**config.mk**
```make
export PLATFORM = sky130hd
export DESIGN_NAME = lpb_tpg
export DESIGN_NICKNAME = d
export VERILOG_FILES = /design/src/rtl/lpb_pkg.sv /design/src/rtl/lpb_seq_ctr.sv /design/src/rtl/lpb_operand_map.sv /design/src/rtl/lpb_misr.sv /design/src/rtl/lpb_tpg.sv
export SDC_FILE = /design/constraint.sdc
export NUM_CORES = 1
export LEC_CHECK = 0
export BUFFER_PORTS_ARGS = -buffer_cell sky130_fd_sc_hd__buf_2
export CORE_UTILIZATION = 45
export DETAILED_ROUTE_END_ITERATION = 16
export PLACE_DENSITY = 0.76
export SYNTH_ARGS = -nofsm -noshare
export SYNTH_HDL_FRONTEND = slang
export SYNTH_HIERARCHICAL = 1
export SYNTH_SLANG_ARGS = --single-unit
```
**constraint.sdc**
```tcl
create_clock -name clk -period 2.33 [get_ports clk]
set_clock_uncertainty 0.15 [all_clocks]
set_input_delay 0.1165 -clock clk [delete_from_list [all_inputs] [get_ports clk]]
set_output_delay 0.1165 -clock clk [all_outputs]
set_load 0.005 [all_outputs]
```
**src/rtl/lpb_pkg.sv**
```systemverilog
package lpb_pkg;
    localparam int unsigned CODE_W = 8;
    localparam int unsigned A_GRPS = 3;
    localparam int unsigned B_GRPS = CODE_W - A_GRPS;
    localparam int unsigned A_SELW = 2;
    localparam int unsigned B_SELW = 3;

    typedef enum logic [1:0] {
        ST_IDLE = 2'd0,
        ST_RUN  = 2'd1,
        ST_DONE = 2'd2
    } lpb_state_e;

    function automatic logic [CODE_W-1:0] bin_to_gray(input logic [CODE_W-1:0] b);
        return b ^ (b >> 1);
    endfunction
endpackage

```
**src/rtl/lpb_seq_ctr.sv**
```systemverilog
module lpb_seq_ctr
    import lpb_pkg::*;
(
    input  logic              clk,
    input  logic              rst_n,
    input  logic              clr,
    input  logic              en,
    input  logic              gray,
    output logic [CODE_W-1:0] code,
    output logic              last
);
    logic [CODE_W-1:0] cnt_q;

    always_ff @(posedge clk or negedge rst_n) begin
        if (!rst_n)
            cnt_q <= '0;
        else if (clr)
            cnt_q <= '0;
        else if (en)
            cnt_q <= cnt_q + 1'b1;
    end

    assign last = &cnt_q;
    assign code = gray ? bin_to_gray(cnt_q) : cnt_q;
endmodule

```
**src/rtl/lpb_operand_map.sv**
```systemverilog
module lpb_operand_map #(
    parameter int unsigned N    = 8,
    parameter int unsigned GRPS = 3,
    parameter int unsigned SELW = 2,
    parameter logic [GRPS*SELW-1:0] MAP = '0
) (
    input  logic [GRPS-1:0] field,
    output logic [N-1:0]    op
);
    for (genvar j = 0; j < N; j++) begin : g_pos
        localparam int unsigned GRP = j % GRPS;
        localparam int unsigned SEL = int'(MAP[GRP*SELW +: SELW]);
        assign op[j] = field[SEL];
    end
endmodule

```
**src/rtl/lpb_misr.sv**
```systemverilog
module lpb_misr #(
    parameter int unsigned W = 16,
    parameter logic [W-1:0] POLY = 16'h100B
) (
    input  logic         clk,
    input  logic         rst_n,
    input  logic         clr,
    input  logic         en,
    input  logic [W-1:0] data,
    output logic [W-1:0] sig
);
    logic [W-1:0] fb;

    assign fb = sig[W-1] ? POLY : '0;

    always_ff @(posedge clk or negedge rst_n) begin
        if (!rst_n)
            sig <= '0;
        else if (clr)
            sig <= '0;
        else if (en)
            sig <= {sig[W-2:0], 1'b0} ^ fb ^ data;
    end
endmodule

```
**src/rtl/lpb_tpg.sv**
```systemverilog
module lpb_tpg
    import lpb_pkg::*;
#(
    parameter int unsigned N = 8,
    parameter logic [A_GRPS*A_SELW-1:0] A_MAP = 6'b00_01_10,
    parameter logic [B_GRPS*B_SELW-1:0] B_MAP = 15'b000_001_010_011_100,
    parameter logic [2*N-1:0] POLY = 16'h100B
) (
    input  logic           clk,
    input  logic           rst_n,
    input  logic           start,
    input  logic           gray_mode,
    input  logic [2*N-1:0] prod_in,
    output logic [N-1:0]   op_a,
    output logic [N-1:0]   op_b,
    output logic           done,
    output logic [2*N-1:0] signature
);
    localparam int unsigned PW = 2 * N;

    lpb_state_e state_q, state_d;
    logic gray_q;
    logic ctr_clr, ctr_en, misr_en, last;
    logic [CODE_W-1:0] code_w;

    always_ff @(posedge clk or negedge rst_n) begin
        if (!rst_n) begin
            state_q <= ST_IDLE;
            gray_q  <= 1'b0;
        end else begin
            state_q <= state_d;
            if (ctr_clr)
                gray_q <= gray_mode;
        end
    end

    always_comb begin
        state_d = state_q;
        unique case (state_q)
            ST_IDLE: if (start) state_d = ST_RUN;
            ST_RUN:  if (last)  state_d = ST_DONE;
            ST_DONE: if (start) state_d = ST_RUN;
            default: state_d = ST_IDLE;
        endcase
    end

    always_comb begin
        ctr_clr = 1'b0;
        ctr_en  = 1'b0;
        misr_en = 1'b0;
        done    = 1'b0;
        unique case (state_q)
            ST_IDLE: ctr_clr = start;
            ST_RUN: begin
                ctr_en  = !last;
                misr_en = 1'b1;
            end
            ST_DONE: begin
                ctr_clr = start;
                done    = 1'b1;
            end
            default: ;
        endcase
    end

    lpb_seq_ctr i_ctr (
        .clk  (clk),
        .rst_n(rst_n),
        .clr  (ctr_clr),
        .en   (ctr_en),
        .gray (gray_q),
        .code (code_w),
        .last (last)
    );

    lpb_operand_map #(.N(N), .GRPS(A_GRPS), .SELW(A_SELW), .MAP(A_MAP)) i_map_a (
        .field(code_w[A_GRPS-1:0]),
        .op   (op_a)
    );

    lpb_operand_map #(.N(N), .GRPS(B_GRPS), .SELW(B_SELW), .MAP(B_MAP)) i_map_b (
        .field(code_w[CODE_W-1:A_GRPS]),
        .op   (op_b)
    );

    lpb_misr #(.W(PW), .POLY(POLY)) i_misr (
        .clk  (clk),
        .rst_n(rst_n),
        .clr  (ctr_clr),
        .en   (misr_en),
        .data (prod_in),
        .sig  (signature)
    );
endmodule

```
-- After elaboration in Yosys (flattened, before gate mapping)
Index checks and enable logic that the tools add are counted.
- $add $sub $neg: 1
- $mul: 0
- divide/modulo/power cells: 0
- order comparisons: 0
- eq/ne operators: 4
- shift-type cells: 0
- multiplexer cells: 13
- bitwise operators: 3
- reduce and logical (&&, ||, !) cells: 7
- operator list (operator ; number):
    16-bit two-way mux ; 2
    16-bit bitwise XOR ; 2
    8-bit two-way mux ; 3
    13-bit two-way mux ; 1
    8-bit by 1-bit adder with 8-bit output, second input constant ; 1
    8-bit AND reduction ; 1
    8-bit by 7-bit bitwise XOR with 8-bit output ; 1
    1-bit two-way mux ; 4
    2-bit two-way mux ; 2
    2-bit case mux with 2 select lines ; 1
    2-bit nonzero test ; 2
    2-bit by 1-bit equality test with 1-bit output, second input constant ; 1
    2-bit equality test, second input constant ; 1
    2-bit logical NOT ; 1
    2-bit by 1-bit != test with 1-bit output, second input constant ; 1
    2-bit != test, second input constant ; 1
    2-bit AND reduction ; 1
    2-bit OR reduction ; 1
    1-bit logical NOT ; 1
- register bits: 27
- bits in latches: 0
- RAM bits: 0
- ROM bits: 0
- input port bits: 20
- word-level logic and storage cells: 32
- memories: 0

-- Longest topological paths before layout
- depth after elaboration: 5
- gate-level depth with buffers: 7
- depth with buffers taken out: 6

-- Cells and area by module
The synthesis kept the hierarchy.
- by module, submodules not included (module ; times used ; cells an instance ; area each (µm²)):
    lpb_misr ; 1 ; 73 ; 793.3
    lpb_seq_ctr ; 1 ; 50 ; 554.3
    lpb_tpg ; 1 ; 12 ; 137.6
    lpb_operand_map ; 2 ; 8 ; 60.1

-- Least setup slack after synthesis
No wires, ideal clock.
- path kind: register to register
- from: register i_ctr.cnt_q[0]
- to: register i_ctr.cnt_q[7]
- setup time: 78 ps
- arrival: 1637 ps
- data required time: 2102 ps
- slack: 465 ps
- cell stages (with the launch flop): 8
- clock period less this slack: 1865 ps
- cell sequence: dfrtp_1 > ha_1 > and4_1 > nor2_1 > buf_6 > nand4_4 > or3_1 > a21oi_1
- word-level cells in the longest chain between the ends: 4
- elaborated cells between the ends (all ways): 7
- classes of those cells: 1 x add/sub; 3 x mux; 3 x reduce/logical
- ends and longest elaborated chain (what ; RTL line ; text):
    start: declaration ; lpb_seq_ctr.sv:12 ; logic [CODE_W-1:0] cnt_q;
    start signal: assignment ; lpb_seq_ctr.sv:20 ; cnt_q <= cnt_q + 1'b1;
    8-bit AND reduction ; lpb_seq_ctr.sv:23 ; assign last = &cnt_q;
    named net last ; lpb_tpg.sv:23 ; logic ctr_clr, ctr_en, misr_en, last;
    1-bit logical NOT ; lpb_tpg.sv:55 ; ctr_en = !last;
    1-bit two-way mux ; lpb_tpg.sv:52 ; unique case (state_q)
    named net ctr_en ; lpb_tpg.sv:23 ;
    2-bit nonzero test (no line) ; -- ;
The timed path passes the listed nets, and every way through them passes these cells. The select of a mux whose other input is x is not followed.
A chain may end at the register's enable or synchronous reset.

-- Worst setup path in the final report
Same ends and word-level chain as after synthesis.

==> impl_results.md <==
* Area leader, netlist: dfrtp_1
* Area contributors post-synth: dfrtp_1, buf_4, xnor2_1
* Vias/cell at 4.78
* Final wirelength at 3120 um
* Syn Area/Cell at 10.6 sq um
* Reg clk slew, reported paths at 0.14 ns
* GRT Total Usage at 0.169
* Number of antenna violations at the first check in global routing at 0
* Period utilization at 0.857
* Root Buffer: clkbuf_4
* CTS resizes at 0
* Clock latency on the worst-skew pair at 0.32 ns
* # DRC at 0
* Final setup vio count at 0
* Post-DRT Antenna Nets at 0
* Dpl hpwl at 2070 um
* Pwr dens at 1320 nW/um^2
* Crit path DAT at 2.11 ns
* DP Cell Count at 228
* Critical path peak fanout at 7
* Antenna diode count at 0
* Core footprint at 3390 sq um
* Largest buffer count on any clock path at 2
* Setup TNS at 0 ns
* FF+latch count, synth at 27
* Syn Std Cell Area at 1610 sq um
* Share of cells above drive strength 1 at 0.348
* Routability cong. at 0.815
* Vias in the first global route at 1133
* Syn nets at 178
* CTS tree: done
* Total gr overflow at 0
* I/O pin count at 53
* H-tree depth at 1
* DR WL/cell at 12.5 um
* Slew Viols, Final at 0
* Top-area cell type share of the netlist area at 0.421
* R2R Setup Slk at 0.33 ns
* Synth warn at 6
* Initial Util at 0.474
* Die Area at 3810 sq um
* Seq/Total Area, Yosys at 0.421
* Peak VDD IR at 0.000694 V
* Cell Count, Final, Fillers Out at 250
* Most frequent cells in the layout: buf_2, dfrtp_1, nor2_1
* Run status: finished, final reports clean
* Chip height at 61.7 um
* RSZ-0062 raised after global routing: no
* Die W at 61.7 um
* Pin count of the biggest net entering global routing at 30
* Cell count after synthesis at 151
* Commonest non-fill, non-tap cell in the layout: buf_2
* DRT iter0 DRCs at 54
* Leakage power at 0.955 nW
* Endpoint class of the critical path: flop
* HP Class: in2reg
* Pre-antenna DRT Iters at 4
* Area growth, synth to finish at 23.9%
* Tot Pwr at 0.00262 W
* Cts bufs inserted at 3
* Max Cap Viol at 0
* Sink Count at 27
* Worst path required time at 2.44 ns
* Max_slew headroom at 0.601
* Final net count at 232
* Vias at 1196
* Setup CP Type: reg2reg
* Netlist cell types at 32
* Worst Setup Start Kind: flop
* Hold Fails Final Rpt at 0
* First-pass GRT wire length at 4760 um
* Row Count at 21
* Max Freq at 501 MHz
* Period minus WS final at 2.00 ns
* Worst slew pin tran at 0.598 ns
* IO Port Bufs at 52
synth_stat cells:
| cell | n |
|---|---|
| dfrtp_1 | 27 |
| nor2_1 | 22 |
| buf_4 | 18 |
| xnor2_1 | 15 |
| a211oi_1 | 13 |
| ha_1 | 7 |
| mux2_2 | 7 |
| xor2_1 | 6 |
| clkbuf_1 | 4 |
| inv_1 | 3 |
| nand2_1 | 3 |
| nand2b_1 | 3 |
| buf_2 | 2 |
| mux2i_1 | 2 |
| o221ai_1 | 2 |
| a21oi_1 | 1 |
| a22o_1 | 1 |
| and3_2 | 1 |
| and4_1 | 1 |
| buf_6 | 1 |
| mux2_4 | 1 |
| nand3_1 | 1 |
| nand3b_1 | 1 |
| nand4_1 | 1 |
| nand4_4 | 1 |
| nor2b_1 | 1 |
| nor2b_2 | 1 |
| nor3b_1 | 1 |
| o21ai_0 | 1 |
| o22ai_1 | 1 |
| or3_1 | 1 |
| xor3_1 | 1 |
cell families after synthesis:
family / count (synthesis) / synth area share
compound gates: 19 / 0.0873
xor+xnor: 22 / 0.129
fa+ha+maj: 7 / 0.0546
buf+inv: 28 / 0.114
flops: 27 / 0.421
mux: 10 / 0.0709
simple gates: 38 / 0.123
power breakdown:
group	leakage [nW]	internal [W]	switching (W)
Clock	0.0177	0.0000643	0.000134
Combinational	0.617	0.000817	0.000638
Sequential	0.321	0.000706	0.000261
Total	0.955	0.00159	0.00103
sequential cells by signal, indices dropped and copies added (netlist names):
signal       flops
state_q          2
gray_q           1
i_misr/sig      16
i_ctr/cnt_q      8
worst paths after layout:
kind,from,endpoint,depth (start not counted)
min,prod_in[12],i_misr/sig[12]$_DFFE_PN0P_,4
min reg2reg,state_q[0]$_DFFE_PN0P_,state_q[0]$_DFFE_PN0P_,1
min in group asynchronous,rst_n,i_misr/sig[0]$_DFFE_PN0P_,2
max reg2reg,i_ctr/cnt_q[0]$_DFFE_PN0P_,i_ctr/cnt_q[7]$_DFFE_PN0P_,7
max,i_ctr/cnt_q[0]$_DFFE_PN0P_,i_ctr/cnt_q[7]$_DFFE_PN0P_,7
max in group asynchronous,rst_n,i_ctr/cnt_q[3]$_DFFE_PN0P_,2
final cells by class:
class                           instances  area, sq um
Fill cell                             283         1400
Tap cell                               46         57.6
Multi-Input combinational cell         96          747
Clock inverter                          1         5.00
Sequential cell                        27          676
Timing Repair Buffer                   74          470
Clock buffer                            3         22.5
Inverter                                3         11.3
per-layer routing:
metal / GRT usage / share of wire / vias to the layer above / routed length [um]
met4: 0.0571 / 0.0029 / 0 / 9
li1: - / - / 605 / -
met1: 0.192 / 0.45 / 548 / 1400
met2: 0.320 / 0.50 / 41 / 1550
met3: 0.0290 / 0.053 / 2 / 165
met5: 0 / 0 / - / 0
critical path: stages, from the launching register on:
cell and delay [ns]:
dfrtp_1 0.48, ha_1 0.27, and4_1 0.18, nor2_1 0.11, buf_4 0.17, nand4_4 0.12
or3_1 0.32, a21oi_1 0.14
stage by stage:
| step | util | hold WS, ns | worst slack [ns] | area, sq um |
|---|---|---|---|---|
| after global placement | 0.526 | 0.0130 | 0.407 | 1780 |
| after detailed placement | 0.526 | 0.00859 | 0.348 | 1780 |
| final | 0.587 | 0.0376 | 0.333 | 1990 |
| after global routing | 0.587 | 0.0574 | 0.175 | 1990 |
| after floorplan | - | -0.329 | 0.465 | 1610 |
| after CTS | 0.587 | 0.0242 | 0.320 | 1990 |
what timing repair did:
action                                 in CTS  in global routing
endpoints found under the hold margin      45                  0
buffers inserted                            0                  0
hold buffers                               18                  0
No activity file was read; power rests on OpenSTA's default activity.
